--- src/rtl/rtc_fe_pkg.sv ---
package rtc_fe_pkg;
  localparam int DW = 16;
  localparam int FIELDS = 7;

  // word indices (byte offset / 4)
  localparam int W_CTRL   = 0;
  localparam int W_TIME0  = 4;
  localparam int W_ALRM0  = 12;
  localparam int W_PKA    = 19;
  localparam int W_PKB    = 20;
  localparam int W_CFG0   = 23;
  localparam int W_CFG1   = 24;
  localparam int W_PROT   = 28;
  localparam int W_COMMIT = 30;

  localparam logic [7:0]    CTRL_KEY   = 8'h43;
  localparam int            BIT_BUSY   = 6;
  localparam int            BIT_RELOAD = 5;
  localparam int            BIT_PKCLR  = 4;
  localparam logic [DW-1:0] PKA_MAGIC  = 16'hA357;
  localparam logic [DW-1:0] PKB_MAGIC  = 16'h67D2;
  localparam logic [DW-1:0] UNLOCK_1ST = 16'h9136;
  localparam logic [DW-1:0] UNLOCK_2ND = 16'h586A;

  typedef enum logic [1:0] {LK_LOCKED, LK_HALF, LK_OPEN} lock_e;

  function automatic logic is_timealarm(int w);
    return (w >= W_TIME0 && w < W_TIME0 + FIELDS) ||
           (w >= W_ALRM0 && w < W_ALRM0 + FIELDS);
  endfunction

  function automatic logic is_pk(int w);
    return (w == W_PKA) || (w == W_PKB);
  endfunction

  function automatic logic is_stored(int w);
    return is_timealarm(w) || is_pk(w) || w == W_CFG0 || w == W_CFG1 || w == W_PROT;
  endfunction

  function automatic logic write_allowed(int w, logic unlocked, logic cfg_ok);
    if (is_timealarm(w)) return unlocked;
    if (is_pk(w))        return cfg_ok;
    return 1'b1;
  endfunction

  function automatic logic keys_valid(logic [DW-1:0] a, logic [DW-1:0] b);
    return (a == PKA_MAGIC) && (b == PKB_MAGIC);
  endfunction

  function automatic lock_e lock_next(lock_e cur, logic [DW-1:0] v);
    if (v == UNLOCK_1ST)                      return LK_HALF;
    if (cur == LK_HALF && v == UNLOCK_2ND)    return LK_OPEN;
    return LK_LOCKED;
  endfunction
endpackage

--- src/rtl/rtc_fe_decode.sv ---
module rtc_fe_decode #(
  parameter int AW = 7,
  localparam int NWORDS = 2 ** (AW - 2)
) (
  input  logic [AW-1:0]     addr,
  output logic [NWORDS-1:0] sel,
  output logic [AW-3:0]     widx
);
  assign widx = addr[AW-1:2];
  always_comb begin
    sel = '0;
    if (addr[1:0] == 2'b00) sel[widx] = 1'b1;
  end
endmodule

--- src/rtl/rtc_fe_commit.sv ---
module rtc_fe_commit #(
  parameter int BUSY_CYCLES = 4,
  localparam int CW = $clog2(BUSY_CYCLES + 1)
) (
  input  logic clk,
  input  logic rst_n,
  input  logic req,
  output logic busy,
  output logic start,
  output logic done
);
  logic [CW-1:0] cnt_q;

  assign busy  = (cnt_q != '0);
  assign start = req && !busy;
  assign done  = (cnt_q == CW'(1));

  always_ff @(posedge clk or negedge rst_n) begin
    if (!rst_n)     cnt_q <= '0;
    else if (start) cnt_q <= CW'(BUSY_CYCLES);
    else if (busy)  cnt_q <= cnt_q - CW'(1);
  end
endmodule

--- src/rtl/rtc_fe_unlock.sv ---
module rtc_fe_unlock
  import rtc_fe_pkg::*;
(
  input  logic          clk,
  input  logic          rst_n,
  input  logic          eval,
  input  logic [DW-1:0] value,
  output logic          unlocked
);
  lock_e state_q;

  always_ff @(posedge clk or negedge rst_n) begin
    if (!rst_n)    state_q <= LK_LOCKED;
    else if (eval) state_q <= lock_next(state_q, value);
  end

  assign unlocked = (state_q == LK_OPEN);
endmodule

--- src/rtl/rtc_fe_top.sv ---
module rtc_fe_top
  import rtc_fe_pkg::*;
#(
  parameter int AW = 7,
  parameter int BUSY_CYCLES = 4,
  localparam int NWORDS = 2 ** (AW - 2)
) (
  input  logic          clk,
  input  logic          rst_n,
  input  logic          bus_wr,
  input  logic [AW-1:0] bus_addr,
  input  logic [DW-1:0] bus_wdata,
  output logic [DW-1:0] bus_rdata,
  output logic          commit_busy,
  output logic          power_lost,
  output logic          wr_unlocked
);
  logic [NWORDS-1:0]         sel;
  logic [AW-3:0]             widx;
  logic [NWORDS-1:0]         wr_word;
  logic [NWORDS-1:0][DW-1:0] hold_v;
  logic [NWORDS-1:0][DW-1:0] act_v;
  logic [NWORDS-1:0]         accept_v;

  // named events for the checker
  logic ctrl_ok, pk_clear, reload_req, commit_req, commit_start, commit_done;
  logic prot_dirty_q, cfg_ok_q;
  logic [1:0] cfg_seen_q;

  rtc_fe_decode #(.AW(AW)) u_dec (.addr(bus_addr), .sel(sel), .widx(widx));

  assign wr_word    = bus_wr ? sel : '0;
  assign ctrl_ok    = wr_word[W_CTRL] && (bus_wdata[15:8] == CTRL_KEY);
  assign pk_clear   = ctrl_ok && bus_wdata[BIT_PKCLR];
  assign reload_req = ctrl_ok && bus_wdata[BIT_RELOAD];
  assign commit_req = wr_word[W_COMMIT] && (bus_wdata == DW'(1));

  rtc_fe_commit #(.BUSY_CYCLES(BUSY_CYCLES)) u_commit (
    .clk(clk), .rst_n(rst_n), .req(commit_req),
    .busy(commit_busy), .start(commit_start), .done(commit_done)
  );

  rtc_fe_unlock u_lock (
    .clk(clk), .rst_n(rst_n), .eval(commit_done && prot_dirty_q),
    .value(hold_v[W_PROT]), .unlocked(wr_unlocked)
  );

  for (genvar w = 0; w < NWORDS; w++) begin : g_word
    if (is_stored(w)) begin : g_reg
      logic [DW-1:0] h_q, a_q;
      assign accept_v[w] = wr_word[w] && write_allowed(w, wr_unlocked, cfg_ok_q);
      always_ff @(posedge clk or negedge rst_n) begin
        if (!rst_n) begin
          h_q <= '0;
          a_q <= '0;
        end else if (pk_clear && is_pk(w)) begin
          h_q <= '0;
          a_q <= '0;
        end else begin
          if (accept_v[w])     h_q <= bus_wdata;
          else if (reload_req) h_q <= a_q;
          if (commit_done)     a_q <= h_q;
        end
      end
      assign hold_v[w] = h_q;
      assign act_v[w]  = a_q;
    end else begin : g_none
      assign accept_v[w] = 1'b0;
      assign hold_v[w]   = '0;
      assign act_v[w]    = '0;
    end
  end

  // staging bookkeeping for the protection and power-key gates
  always_ff @(posedge clk or negedge rst_n) begin
    if (!rst_n) begin
      prot_dirty_q <= 1'b0;
      cfg_seen_q   <= 2'b00;
      cfg_ok_q     <= 1'b0;
    end else begin
      if (accept_v[W_PROT])  prot_dirty_q <= 1'b1;
      else if (commit_done)  prot_dirty_q <= 1'b0;
      if (accept_v[W_CFG0])  cfg_seen_q[0] <= 1'b1;
      if (accept_v[W_CFG1])  cfg_seen_q[1] <= 1'b1;
      if (commit_done && cfg_seen_q == 2'b11) cfg_ok_q <= 1'b1;
    end
  end

  always_comb begin
    bus_rdata = act_v[widx];
    if (widx == (AW-2)'(W_CTRL)) begin
      bus_rdata = '0;
      bus_rdata[BIT_BUSY] = commit_busy;
    end
  end

  assign power_lost = !keys_valid(act_v[W_PKA], act_v[W_PKB]);
endmodule

--- config.mk ---
export PLATFORM = sky130hd
export DESIGN_NAME = rtc_fe_top
export DESIGN_NICKNAME = d
export VERILOG_FILES = /design/src/rtl/rtc_fe_pkg.sv /design/src/rtl/rtc_fe_decode.sv /design/src/rtl/rtc_fe_commit.sv /design/src/rtl/rtc_fe_unlock.sv /design/src/rtl/rtc_fe_top.sv
export SDC_FILE = /design/constraint.sdc
export NUM_CORES = 1
export LEC_CHECK = 0
export BUFFER_PORTS_ARGS = -buffer_cell sky130_fd_sc_hd__buf_2
export CAP_MARGIN = 20
export CORE_MARGIN = 2
export CORE_UTILIZATION = 30
export DETAILED_ROUTE_END_ITERATION = 10
export SLEW_MARGIN = 10
export SYNTH_ARGS = -nofsm -noshare
export SYNTH_HDL_FRONTEND = slang
export SYNTH_SLANG_ARGS = --single-unit
--- constraint.sdc ---
create_clock -name clk -period 2.65 [get_ports clk]
set_input_delay 0 -clock clk [delete_from_list [all_inputs] [get_ports clk]]
set_output_delay 0 -clock clk [all_outputs]
set_load 0.02 [all_outputs]
== Yosys cells after proc, flatten, opt, wreduce, memory -nomap -nowiden ==
Index checks and enable logic that the tools add are counted.
Storage, ports and cells
  input port bits: 26
  logic and storage cells: 174
  register bits: 617
Operators by class
  mux-type cells: 64
  equal/unequal tests: 10
  add/subtract/negate cells: 1
  reduce and logical (&&, ||, !) cells: 53
  order comparisons: 2
Operators by type and width (number)
  $mux W16: 46
  $bmux W16 S5: 1
  $mux W31: 2
  $reduce_bool A2 Y1: 20
  $eq A16 B15 Y1 const B: 2
  $eq A16 B16 Y1 const B: 2
  $logic_and A1 B1 Y1: 26
  $eq A16 B1 Y1 const B: 1
  $reduce_bool A3 Y1: 3
  $eq A8 B7 Y1 const B: 1
  $mux W1: 8
  $mux W2: 4
  $lt A5 B6 Y1 const B: 1
  $mux W3: 2
  $demux W1 S5: 1
  $ge A5 B1 Y1 const B: 1
  $logic_not A5 Y1: 1
  $eq A2 B2 Y1 const B: 2
  $eq A3 B1 Y1 const B: 1
  $sub A3 B1 Y3 const B: 1
  $eq A2 B1 Y1 const B: 1
  $logic_not A1 Y1: 2
  $logic_not A2 Y1: 1

== Depth between registers and ports, before layout ==
  depth after elaboration: 11
  mapped depth: 9
  gate-level depth less buffers: 6

== Cells and area by module ==
A second synthesis with hierarchy kept.
Unflattened totals
  cell total of the unflattened synthesis: 2744
  area, all modules: 28815.1 µm²
Modules (own cells, without submodules)
  rtc_fe_top: instances 1, sequential area each 15314.7 µm², area each 28154.5 µm², cells an instance 2657
  rtc_fe_decode: instances 1, sequential area each 0.0 µm², area each 275.3 µm², cells an instance 53
  rtc_fe_commit: instances 1, sequential area each 75.1 µm², area each 203.9 µm², cells an instance 18
  rtc_fe_unlock: instances 1, sequential area each 50.0 µm², area each 181.4 µm², cells an instance 16

== Worst setup path after synthesis ==
No wires, ideal clock.
  kind: register to register
  start point: register u_lock.state_q[0]
  end point: register g_word[5].g_reg.h_q[12]
  setup time: 0.141 ns
  path buffers: 2
  setup slack: 0.592 ns
  cell stages (with the launch flop): 8
  clock period less this slack: 2.058 ns
  arrival time: 1.917 ns
  path through: dfrtp_1 > nor2b_1 > nand2_1 > or4_1 > clkbuf_1 > clkbuf_1 > nor2_1 > a31oi_1
Between the ends
  word-level cells in the longest chain between the ends: 3
  elaborated cells on any way between the ends: 4
Ends and longest elaborated chain
  from (decl): RTL line rtc_fe_unlock.sv:10  | lock_e state_q;
  from (signal assigned): RTL line rtc_fe_unlock.sv:14  | else if (eval) state_q <= lock_next(state_q, value);
  $eq A2 B2 Y1 *: RTL line rtc_fe_unlock.sv:17  | assign unlocked = (state_q == LK_OPEN);
  net wr_unlocked: RTL line rtc_fe_top.sv:16  | output logic wr_unlocked
  $logic_and A1 B1 Y1 *: RTL line rtc_fe_top.sv:51  | assign accept_v[w] = wr_word[w] && write_allowed(w, wr_unlocked, cfg_ok_q);
  $mux W16 / $reduce_bool A2 Y1 (equally long branches)
  to (signal assigned): RTL line rtc_fe_top.sv:60  | if (accept_v[w]) h_q <= bus_wdata;
  to (signal assigned): RTL line rtc_fe_top.sv:61  | else if (reload_req) h_q <= a_q;
  to (decl): RTL line rtc_fe_top.sv:50  | logic [DW-1:0] h_q, a_q;
The timed path passes the listed nets; every way through them passes the cells marked *.
A chain may end at the register's enable or synchronous reset.

== Final worst setup path ==
  start point: register g_word[19].g_reg.a_q[0]
  end point: output port bus_rdata[0]
Between the ends
  word-level cells in the longest chain between the ends: 3
Ends and longest elaborated chain
  from (decl): RTL line rtc_fe_top.sv:50
  from (signal assigned): RTL line rtc_fe_top.sv:62  | if (commit_done) a_q <= h_q;
  $bmux W16 S5: RTL line rtc_fe_top.sv:90  | bus_rdata = act_v[widx];
  $mux W16 (implied by the code): RTL line rtc_fe_top.sv:90
  $mux W16: RTL line rtc_fe_top.sv:91  | if (widx == (AW-2)'(W_CTRL)) begin
  to (decl): RTL line rtc_fe_top.sv:13  | output logic [DW-1:0] bus_rdata,
No other way between the ends. The select of a mux whose other input is x is not followed.

==> impl_results.md <==
* Post-DRT Antenna Nets at 0
* Core region area at 0.0935 sq mm
* Post-Layout Inst Area at between 0.03 and 0.04 sq mm
* Max Slew Vio Count at 0
* Initial Util at 30.3%
* Setup CP Type: reg -> out
* H-tree depth at 2
* Largest net degree at the start of global routing at 83
* Commonest non-fill, non-tap cell in the layout: dfrtp_1
* Worst R2R End: g_word[13].g_reg.h_q[5]
* Mapped Nets at 2670
* Clock Latency Late Sink at 660 ps
* Synth top area cells: dfrtp_1 55%, mux2_2 11%, nand2_1 6.6%, a31oi_1 5.0%, nor2_1 4.4%
* CTS tree: yes
* Syn Area/Cell at 10.7 sq um
* First-pass GRT wire length at 124 mm
* Mapped Area at approximately 0.028 sq mm
* Finish-stage setup viols at 0
* FF+latch count, synth at just over 600
* Worst Setup SP: g_word[19].g_reg.a_q[0]
* Reg2reg setup slack at roughly 600 ps
* Main synth FF type: dfrtp_1
* RR Startpoint: u_lock.state_q[0]
* Fin util at about a third
* Port buffer count at 44
* Yosys Warn Count at 0
* Drt first-iter violations at 1974
* Maximum fanout along the worst path at 4
* Max incr delay on CP at around 530 ps
* Post-Syn Instances at 2641
* Synth area leader: dfrtp_1
* Postcts setup bufs at 0
* 1st-pass router iterations at 5
* Max stage delay cell, worst path: mux4_2
* Max-Slew Margin vs Limit at 40.9%
* Final hold viol count at 0
* WP depth at 6
* Layout Cells excl Fill at 3942
* Setup ws final at 55.0 ps
* Status: finished, final reports clean
* Post-DP Area at 0.0302 sq mm
* Post-synth top area share at 54.6%
* Maximum Capacitance Violations at 0
* Post-DR vias/cell at 5.19
* Commonest non-fill, non-tap cells in the layout: 617 x dfrtp_1, 501 x nand2_1, 327 x nor2_1
* Final RePlAce weighted congestion at slightly above 0.8
* Post-synthesis cell type count at 54
* Clock sinks at 617
* Critical Path RT at approximately 2700 ps
* Dpl hpwl at 47.7 mm
* FILL cells at ~9k
* Cts bufs inserted at 61
* Deepest clock path buffer count at 3
* Share of synthesized flip-flops with an asynchronous set or reset at 100%
* Vias at 20.4k
* Worst Path Buf+Inv at 1
* Reg clk slew, reported paths at 60 ps
* CTS root buffer: clkbuf_16
* Dpl cells at 3809
* Initial antenna violation count at 1
* Pwr/cell area at 693 mW/mm^2
* Setup TNS at 0 ps
* Final wirelength at around 78 mm
* Net count, final at 2665
* Sequential share of the synthesized area at around 55%
* DP Worst Slack at 314 ps
* Drt wl/cell at 19.8 um
* WHS at 97.0 ps
* Cell row count at 112
* Crit path launch type: register
* Hold WC Path Type: in -> async
* Vias in the first global route at 20.0k
* Die width at a little over 300 um
* RSZ-0062 raised after global routing: false
* CP top delay family: compound AO/OA/AOI/OAI gates
* Layout area overhead at 15.1%
* Total power at 22.6 mW
* Worst setup EP type: primary output
* Final min period at 2600 ps
* Die area at 0.0968 sq mm
* Arrival time worst endpoint at 2600 ps
* Post-synth EDFFs at 0
* Final worst path period share at 97.9%
* DRC errors left at 0
* GR Overflow Total at 0
* End point of the critical path: bus_rdata[0]
* R2R cell count at 5
* Crit-path cells: mux4_2, nand2_1, o221ai_1, a21oi_1, o21ai_0, buf_2
* Peak VDD IR at 0.462 mV
* Share of post-route cells with drive strength above 1 at 22.1%
* Antenna cells at 0
* Skew final at 22.5 ps
* Global Route Usage Sum at 16.0%
* Achievable frequency at 385 MHz
* Die height at just over 300 um
* IO Pins at 45
* Leakage at ~15 nW
* Worst Tran Pin Value at 886 ps
[state kept, by name, summed over array words and instances, names as in the netlist]
register	flops
cfg_seen_q	2
g_word.g_reg.h_q	304
prot_dirty_q	1
u_commit.cnt_q	3
cfg_ok_q	1
g_word.g_reg.a_q	304
u_lock.state_q	2
[tightest hold or removal path, cell delays in order]
cell and delay [ps]:
dlygate4sd3_1 560, buf_8 270, buf_12 280
[cell families after synthesis]
| logic type | after synthesis | share of synthesized area, % |
|---|---|---|
| multiplexers | 430 | 18.5 |
| AO/OA/AOI/OAI | 394 | 8.99 |
| AND/OR/NAND/NOR | 957 | 13.9 |
| buffers and inverters | 240 | 3.90 |
| adder cells (fa/ha/maj) | 3 | 0.133 |
| flip-flops | 617 | 54.6 |
[synthesized netlist by cell type (4+ instances only)]
master / instances
o21ai_0: 35
and3_1: 6
o221ai_1: 11
clkbuf_1: 161
nor4_1: 4
buf_6: 20
nand4_1: 5
nor2b_1: 6
a221oi_1: 4
inv_1: 6
nor2_1: 328
a211oi_1: 33
buf_4: 4
a31oi_1: 224
nand3_1: 27
dfrtp_1: 617
nand4b_1: 8
o22ai_1: 37
buf_1: 18
nor3_1: 37
mux4_2: 48
buf_2: 31
o2bb2a_1: 4
a21oi_1: 15
mux2i_1: 110
or3_1: 5
mux2_2: 272
a22oi_1: 20
nand2_1: 501
[metal layers]
metal	up-vias	wire, um	GRT usage, %
li1	9297	-	-
met1	10400	36000	22.9
met2	585	36100	25.2
met3	126	4010	2.11
met4	0	2090	4.53
met5	-	0	0
[final cells by class]
type	count	area, sq um	area share (%)
sequential	617	15400	47.4
multi-input combinational	1784	11800	36.2
clock buffer	83	1780	5.46
timing repair buffer	166	1610	4.95
tap	1254	1570	4.82
clock inverter	32	363	1.11
inverter	6	22.5	0.0691
[how the worst min path moves through the flow]
stage	end	slack [ps]
after floorplan	cfg_ok_q	-300
after global placement	g_word[15].g_reg.a_q[12]	10
after CTS	g_word[15].g_reg.h_q[15]	90
final	g_word[4].g_reg.a_q[12]	100
after global routing	g_word[7].g_reg.a_q[13]	130
after detailed placement	g_word[15].g_reg.a_q[12]	10
[what timing repair did]
action | 4_1_cts | 5_1_grt
hold endpoints to repair | 910 | 0
endpoints found under the setup margin | 2 | 1
resized for setup | 2 | 1
hold buffers | 18 | 0
gates cloned | 0 | 0
[report_power, final]
group / total [mW] / switching (mW) / internal, mW
Clock: 9.27 / 3.89 / 5.38
Combinational: 2.99 / 1.65 / 1.34
Sequential: 10.3 / 0.421 / 9.91
Power figures use the tool's default switching activity.
